--- config.mk ---
export PLATFORM = sky130hd
export DESIGN_NAME = rxr_engine
export DESIGN_NICKNAME = d
export VERILOG_FILES = /design/src/rtl/rxr_pkg.sv /design/src/rtl/rxr_desc_ring.sv /design/src/rtl/rxr_frame_ctl.sv /design/src/rtl/rxr_engine.sv
export SDC_FILE = /design/constraint.sdc
export NUM_CORES = 1
export LEC_CHECK = 0
export ABC_CLOCK_PERIOD_IN_PS = 3200
export CELL_PAD_IN_SITES_DETAIL_PLACEMENT = 2
export CELL_PAD_IN_SITES_GLOBAL_PLACEMENT = 2
export CORE_MARGIN = 8
export CORE_UTILIZATION = 32
export CTS_CLUSTER_DIAMETER = 80
export DETAILED_ROUTE_END_ITERATION = 10
export PLACE_DENSITY = 0.79
export SYNTH_ARGS = -nofsm -noshare
export SYNTH_HDL_FRONTEND = slang
export SYNTH_HIERARCHICAL = 1
export SYNTH_SLANG_ARGS = --single-unit
export TNS_END_PERCENT = 1
--- constraint.sdc ---
create_clock -name clk -period 3.2 [get_ports clk]
set_input_delay 0.64 -clock clk [delete_from_list [all_inputs] [get_ports clk]]
set_output_delay 0.64 -clock clk [all_outputs]
set_load 0.01 [all_outputs]
--- src/rtl/rxr_pkg.sv ---
package rxr_pkg;

   typedef struct packed {
      logic trunc;   // bit 1
      logic err;     // bit 0
   } rxr_stat_t;

   typedef enum logic [1:0] {
      M_IDLE  = 2'd0,
      M_STORE = 2'd1,
      M_DROP  = 2'd2
   } rxr_mode_e;

endpackage

--- src/rtl/rxr_desc_ring.sv ---
module rxr_desc_ring
   import rxr_pkg::*;
#(
   parameter int DEPTH = 4,
   parameter int IDX_W = 2,
   parameter int LEN_W = 7
) (
   input  logic             clk,
   input  logic             rst_n,
   input  logic             arm_vld,
   input  logic [IDX_W-1:0] arm_idx,
   input  logic             wb_vld,
   input  logic [IDX_W-1:0] wb_idx,
   input  logic [LEN_W-1:0] wb_len,
   input  rxr_stat_t        wb_stat,
   input  logic [IDX_W-1:0] cur_idx,
   output logic             cur_empty,
   input  logic [IDX_W-1:0] rd_idx,
   output logic             rd_empty,
   output logic [LEN_W-1:0] rd_len,
   output rxr_stat_t        rd_stat
);

   logic [DEPTH-1:0] empty_q;
   logic [LEN_W-1:0] len_q  [DEPTH];
   rxr_stat_t        stat_q [DEPTH];

   for (genvar g = 0; g < DEPTH; g++) begin : g_desc
      always_ff @(posedge clk or negedge rst_n) begin
         if (!rst_n) begin
            empty_q[g] <= 1'b0;
            len_q[g]   <= '0;
            stat_q[g]  <= '0;
         end else if (wb_vld && wb_idx == IDX_W'(g)) begin
            empty_q[g] <= 1'b0;
            len_q[g]   <= wb_len;
            stat_q[g]  <= wb_stat;
         end else if (arm_vld && arm_idx == IDX_W'(g)) begin
            empty_q[g] <= 1'b1;
            len_q[g]   <= '0;
            stat_q[g]  <= '0;
         end
      end
   end

   assign cur_empty = empty_q[cur_idx];
   assign rd_empty  = empty_q[rd_idx];
   assign rd_len    = len_q[rd_idx];
   assign rd_stat   = stat_q[rd_idx];

   AST_WB_OWNED: assert property (@(posedge clk) disable iff (!rst_n)
      wb_vld |-> empty_q[wb_idx]);

endmodule

--- src/rtl/rxr_frame_ctl.sv ---
module rxr_frame_ctl
   import rxr_pkg::*;
#(
   parameter int DEPTH   = 4,
   parameter int BUF_LEN = 64,
   parameter int IDX_W   = 2,
   parameter int OFF_W   = 6,
   parameter int LEN_W   = 7
) (
   input  logic                   clk,
   input  logic                   rst_n,
   input  logic                   in_valid,
   input  logic [7:0]             in_data,
   input  logic                   in_last,
   input  logic                   in_err,
   input  logic                   cur_empty,
   output logic [IDX_W-1:0]       cur_idx,
   output logic                   wb_vld,
   output logic [LEN_W-1:0]       wb_len,
   output rxr_stat_t              wb_stat,
   output logic                   buf_we,
   output logic [IDX_W+OFF_W-1:0] buf_addr,
   output logic [7:0]             buf_wdata,
   input  logic                   clr_halt,
   input  logic                   busy_clr,
   output logic                   busy,
   output logic                   halted,
   input  logic                   stop_req,
   output logic                   stop_done
);

   localparam logic [LEN_W-1:0] CAP  = LEN_W'(BUF_LEN);
   localparam logic [IDX_W-1:0] LAST = IDX_W'(DEPTH - 1);

   rxr_mode_e        mode_q, mode_nx;
   logic [LEN_W-1:0] cnt_q, cnt_base, cnt_next;
   logic             err_q, trunc_q, err_now, trunc_now;
   logic [IDX_W-1:0] cur_q;
   logic             busy_q, halt_q, stop_q;
   logic             sof, start_ok, accept, refuse, storing, room, finish;

   always_comb begin
      sof       = in_valid && (mode_q == M_IDLE);
      start_ok  = sof && !stop_req && !halt_q;
      accept    = start_ok && cur_empty;
      refuse    = start_ok && !cur_empty;
      storing   = accept || (in_valid && mode_q == M_STORE);
      cnt_base  = accept ? '0 : cnt_q;
      room      = cnt_base < CAP;
      cnt_next  = cnt_base + LEN_W'(room);
      err_now   = (accept ? 1'b0 : err_q) | in_err;
      trunc_now = (accept ? 1'b0 : trunc_q) | !room;
      finish    = storing && in_last;

      mode_nx = mode_q;
      unique case (mode_q)
         M_IDLE:  if (sof && !in_last) mode_nx = accept ? M_STORE : M_DROP;
         M_STORE: if (in_valid && in_last) mode_nx = M_IDLE;
         M_DROP:  if (in_valid && in_last) mode_nx = M_IDLE;
         default: mode_nx = M_IDLE;
      endcase
   end

   always_ff @(posedge clk or negedge rst_n) begin
      if (!rst_n) begin
         mode_q    <= M_IDLE;
         cnt_q     <= '0;
         err_q     <= 1'b0;
         trunc_q   <= 1'b0;
         cur_q     <= '0;
         busy_q    <= 1'b0;
         halt_q    <= 1'b0;
         stop_q    <= 1'b0;
         buf_we    <= 1'b0;
         buf_addr  <= '0;
         buf_wdata <= '0;
      end else begin
         mode_q <= mode_nx;
         if (storing) begin
            cnt_q   <= cnt_next;
            err_q   <= err_now;
            trunc_q <= trunc_now;
         end
         if (finish) cur_q <= (cur_q == LAST) ? '0 : cur_q + IDX_W'(1);
         if (refuse)        busy_q <= 1'b1;
         else if (busy_clr) busy_q <= 1'b0;
         if (refuse)        halt_q <= 1'b1;
         else if (clr_halt) halt_q <= 1'b0;
         stop_q    <= stop_req && (mode_nx != M_STORE);
         buf_we    <= storing && room;
         buf_addr  <= {cur_q, cnt_base[OFF_W-1:0]};
         buf_wdata <= in_data;
      end
   end

   assign cur_idx   = cur_q;
   assign wb_vld    = finish;
   assign wb_len    = cnt_next;
   assign wb_stat   = '{trunc: trunc_now, err: err_now};
   assign busy      = busy_q;
   assign halted    = halt_q;
   assign stop_done = stop_q;

   AST_BUSY_HALTS: assert property (@(posedge clk) disable iff (!rst_n)
      $rose(busy_q) |-> halt_q);
   AST_HALT_NO_STORE: assert property (@(posedge clk) disable iff (!rst_n)
      halt_q |-> !wb_vld);
   AST_WRAP_ZERO: assert property (@(posedge clk) disable iff (!rst_n)
      (wb_vld && cur_q == LAST) |=> (cur_q == '0));
   AST_LEN_RANGE: assert property (@(posedge clk) disable iff (!rst_n)
      wb_vld |-> (wb_len != '0 && wb_len <= CAP));
   AST_STOP_QUIET: assert property (@(posedge clk) disable iff (!rst_n)
      (stop_q && stop_req) |=> !buf_we);

endmodule

--- src/rtl/rxr_engine.sv ---
module rxr_engine
   import rxr_pkg::*;
#(
   parameter int DEPTH   = 4,
   parameter int BUF_LEN = 64,
   localparam int IDX_W  = $clog2(DEPTH),
   localparam int OFF_W  = $clog2(BUF_LEN),
   localparam int LEN_W  = $clog2(BUF_LEN + 1),
   localparam int AW     = IDX_W + OFF_W
) (
   input  logic             clk,
   input  logic             rst_n,
   input  logic             in_valid,
   input  logic [7:0]       in_data,
   input  logic             in_last,
   input  logic             in_err,
   input  logic             arm_vld,
   input  logic [IDX_W-1:0] arm_idx,
   input  logic [IDX_W-1:0] rd_idx,
   output logic             rd_empty,
   output logic             rd_wrap,
   output logic [LEN_W-1:0] rd_len,
   output logic [1:0]       rd_stat,
   output logic             buf_we,
   output logic [AW-1:0]    buf_addr,
   output logic [7:0]       buf_wdata,
   input  logic             clr_halt,
   input  logic             busy_clr,
   output logic             busy,
   output logic             halted,
   input  logic             stop_req,
   output logic             stop_done
);

   if (DEPTH < 2) begin : g_chk_depth
      $error("rxr_engine: DEPTH must be at least 2");
   end
   if ((1 << IDX_W) != DEPTH) begin : g_chk_depth_pow2
      $error("rxr_engine: DEPTH must be a power of two");
   end
   if (BUF_LEN < 4 || (1 << OFF_W) != BUF_LEN) begin : g_chk_buf
      $error("rxr_engine: BUF_LEN must be a power of two of at least 4");
   end

   logic             cur_empty, wb_vld;
   logic [IDX_W-1:0] cur_idx;
   logic [LEN_W-1:0] wb_len;
   rxr_stat_t        wb_stat, rd_stat_s;

   rxr_frame_ctl #(
      .DEPTH(DEPTH), .BUF_LEN(BUF_LEN), .IDX_W(IDX_W), .OFF_W(OFF_W), .LEN_W(LEN_W)
   ) u_ctl (
      .clk(clk), .rst_n(rst_n),
      .in_valid(in_valid), .in_data(in_data), .in_last(in_last), .in_err(in_err),
      .cur_empty(cur_empty), .cur_idx(cur_idx),
      .wb_vld(wb_vld), .wb_len(wb_len), .wb_stat(wb_stat),
      .buf_we(buf_we), .buf_addr(buf_addr), .buf_wdata(buf_wdata),
      .clr_halt(clr_halt), .busy_clr(busy_clr), .busy(busy), .halted(halted),
      .stop_req(stop_req), .stop_done(stop_done)
   );

   rxr_desc_ring #(
      .DEPTH(DEPTH), .IDX_W(IDX_W), .LEN_W(LEN_W)
   ) u_ring (
      .clk(clk), .rst_n(rst_n),
      .arm_vld(arm_vld), .arm_idx(arm_idx),
      .wb_vld(wb_vld), .wb_idx(cur_idx), .wb_len(wb_len), .wb_stat(wb_stat),
      .cur_idx(cur_idx), .cur_empty(cur_empty),
      .rd_idx(rd_idx), .rd_empty(rd_empty), .rd_len(rd_len), .rd_stat(rd_stat_s)
   );

   assign rd_wrap = (rd_idx == IDX_W'(DEPTH - 1));
   assign rd_stat = rd_stat_s;

endmodule

==> results.cfg <==
[synthesis]
synth_async_sr_flop_share = 1.00
postSynthRegisterBits = 73
yosysWarnings = 6
synthCells = 314
netlist_top_cells_area = dfrtp_1 51%, o31ai_1 8.3%, mux4_2 6.9%
yosys.area.top_type = dfrtp_1
syn-num-nets = 341
ys_types = 43
synth_top_area_frac = 0.506
avgSynthCellArea_sq_um = 11.5
synth_flop_cell = dfrtp_1
seq_area_frac_synth = 0.506
syn-cell-area_sq_mm = 0.00361
synth_edf_count = 0

[clocking]
root_buffer = clkbuf_16
cts.path.max_buffers = 2
cts_inserted_buffers = 9
cts_tree = yes
cts_max_level = 3
path_clk_slew_ns = 0.06
hold_buffers = 0
clock_sinks = 73
clk_latency_ns = 0.33

[sta]
worst_pin_slew_ns = 0.980
skew_ns = 0.00621
fmax_mhz = 333
maxSlewViolCount = 0
rsz0062_at_grt = no
period_share = 0.939
setup_ws_ns = 0.195
period_needed_ns = 3.00
finalHoldViolations = 0
slew_headroom = 0.343
finalSetupViolCount = 0

[die]
rows = 39
die_x_um = 122
die_area_sq_mm = 0.0149
core-area_sq_mm = 0.0112
initial_core_util = 0.322
io_pins = 52
die_h_um = 122

[worst_setup_path]
path_class = flop to flop
reg2regPathDepth = 12
r2r_start = u_ring/empty_q[3]
worst_r2r_endpoint = u_ring/len_q[27]
cp_data_arrival_time_ns = 3.22
crit_start = u_ring/empty_q[3]
crit_required_ns = 3.42
start_kind = flop
r2r_slack_ns = 0.20
crit_fanout = 4
worstSetupEndpointType = flop

[placed_design]
placed_area_sq_mm = 0.00428
place.gp.congestion = 0.819
portBuffers = 51
dp_hpwl_mm = 7.33
dp_slack_ns = -0.0862

[cells_and_area]
final_area_sq_mm = 0.00458
final_cell_mix = 73 x dfrtp_1, 50 x clkdlybuf4s50_1, 43 x inv_1, 40 x o31ai_1, 18 x nand4b_1
drive_gt1_frac = 0.143
diodes = 0
final_nets = 392
final_common_cell = dfrtp_1
area_delta_synth_final_pct = 26.6

[detailed_routing]
drt-initial-drc-count = 161
wl_per_cell_um = 21.2
viasPerCell = 5.37
ant_nets = 0
vias = 2756
route.detailed.drc = 0
wirelength_mm = 10.9
dr.pass1.iters = 4

[pwr]
power_mw = 3.58
p_leak_nw = 1.90
peakVddDrop_mv = 0.345
power_density_mw_per_mm2 = 783

[hold_path]
hp-class = primary input to asynchronous set/reset pin

[run_status]
outcome = complete, no violations

[global_route]
grt_max_degree = 74
grt_pass1_wl_mm = 17.6
antenna_found_initial = 0
grt_pass1_vias = 3143
grt_overflow = 0
grtUsageTotal = 0.153

[job]
drv_cap = 0
-- synth_stat cells, drive strengths merged (6+ instances only) --
| cell | number |
|---|---|
| and2 | 9 |
| buf | 14 |
| clkbuf | 12 |
| dfrtp | 73 |
| ha | 6 |
| inv | 43 |
| mux4 | 11 |
| nand4 | 9 |
| nand4b | 18 |
| nand4bb | 9 |
| nor2 | 12 |
| o31ai | 40 |
-- per-layer routing --
metal	wire [um]	global-route usage	vias up	part of all wire
met5	0	0	-	0
met4	158	0.0640	0	0.015
met3	512	0.0202	11	0.047
met2	5630	0.268	64	0.52
met1	4560	0.187	1443	0.42
li1	-	-	1238	-
-- report_power, final --
part	total, mW	switching [mW]	leakage [nW]	internal, mW
clock network	1.00	0.379	0.144	0.623
registers	1.27	0.139	0.955	1.14
logic	1.31	0.699	0.800	0.607
total	3.58	1.22	1.90	2.37
-- cell type report --
class | instances | area [sq um]
Fill cell | 1198 | 6650
Multi-Input combinational cell | 172 | 1490
Tap cell | 143 | 179
Clock buffer | 13 | 250
Sequential cell | 73 | 1830
Inverter | 43 | 161
Timing Repair Buffer | 66 | 633
Clock inverter | 3 | 40.0
-- how the worst max path moves through the flow --
stage                       end  slack, ns
2_1_floorplan  u_ring/len_q[13]       0.14
3_3_place_gp    u_ring/len_q[6]       0.16
3_5_place_dp   u_ring/len_q[27]      -0.09
4_1_cts        u_ring/len_q[27]       0.09
5_1_grt        u_ring/len_q[27]    0.00004
6_report       u_ring/len_q[27]       0.20
-- timing repair --
| action | in CTS | in global routing |
|---|---|---|
| setup endpoints to repair | 0 | 4 |
| gates resized for setup | 0 | 1 |
| setup buffers | 0 | 0 |
-- registers in the layout (all words and copies together) (netlist names), 2 cells and up --
name,count
u_ring/stat_q,8
u_ring/len_q,28
u_ctl/buf_wdata,8
u_ctl/cnt_q,7
u_ctl/mode_q,2
u_ctl/cur_idx,2
u_ring/empty_q,4
u_ctl/buf_addr,8
-- stage by stage --
step	std cells	setup TNS, ns	hold slack (ns)	utilization
CTS	513	0	0.504	0.407
global route	513	0	0.538	0.408
floorplan	314	0	0.344	-
finish	513	0	0.460	0.408
detailed placement	497	-0.170	0.491	0.382
global placement	497	0	0.485	0.382
-- worst max-delay path, stage by stage, from the launching register on --
cell,delay [ns]
dfrtp_1,0.40
mux4_2,0.50
and4bb_1,0.24
nand2_1,0.14
and2_1,0.17
ha_1,0.21
ha_1,0.20
and3_1,0.24
nand3_1,0.16
xor2_1,0.18
nor2_2,0.18
nand4bb_1,0.15
o31ai_1,0.11
-- logic make-up after synthesis --
kind of cell	count (synthesis)	share of synthesized area
XOR/XNOR	5	0.0121
flip-flops	73	0.506
adder cells (fa/ha/maj)	6	0.0208
multiplexers	17	0.0866
AO/OA/AOI/OAI	62	0.127
buffers and inverters	69	0.0841
AND/OR/NAND/NOR	82	0.164
(Power assumes the default switching activity.)
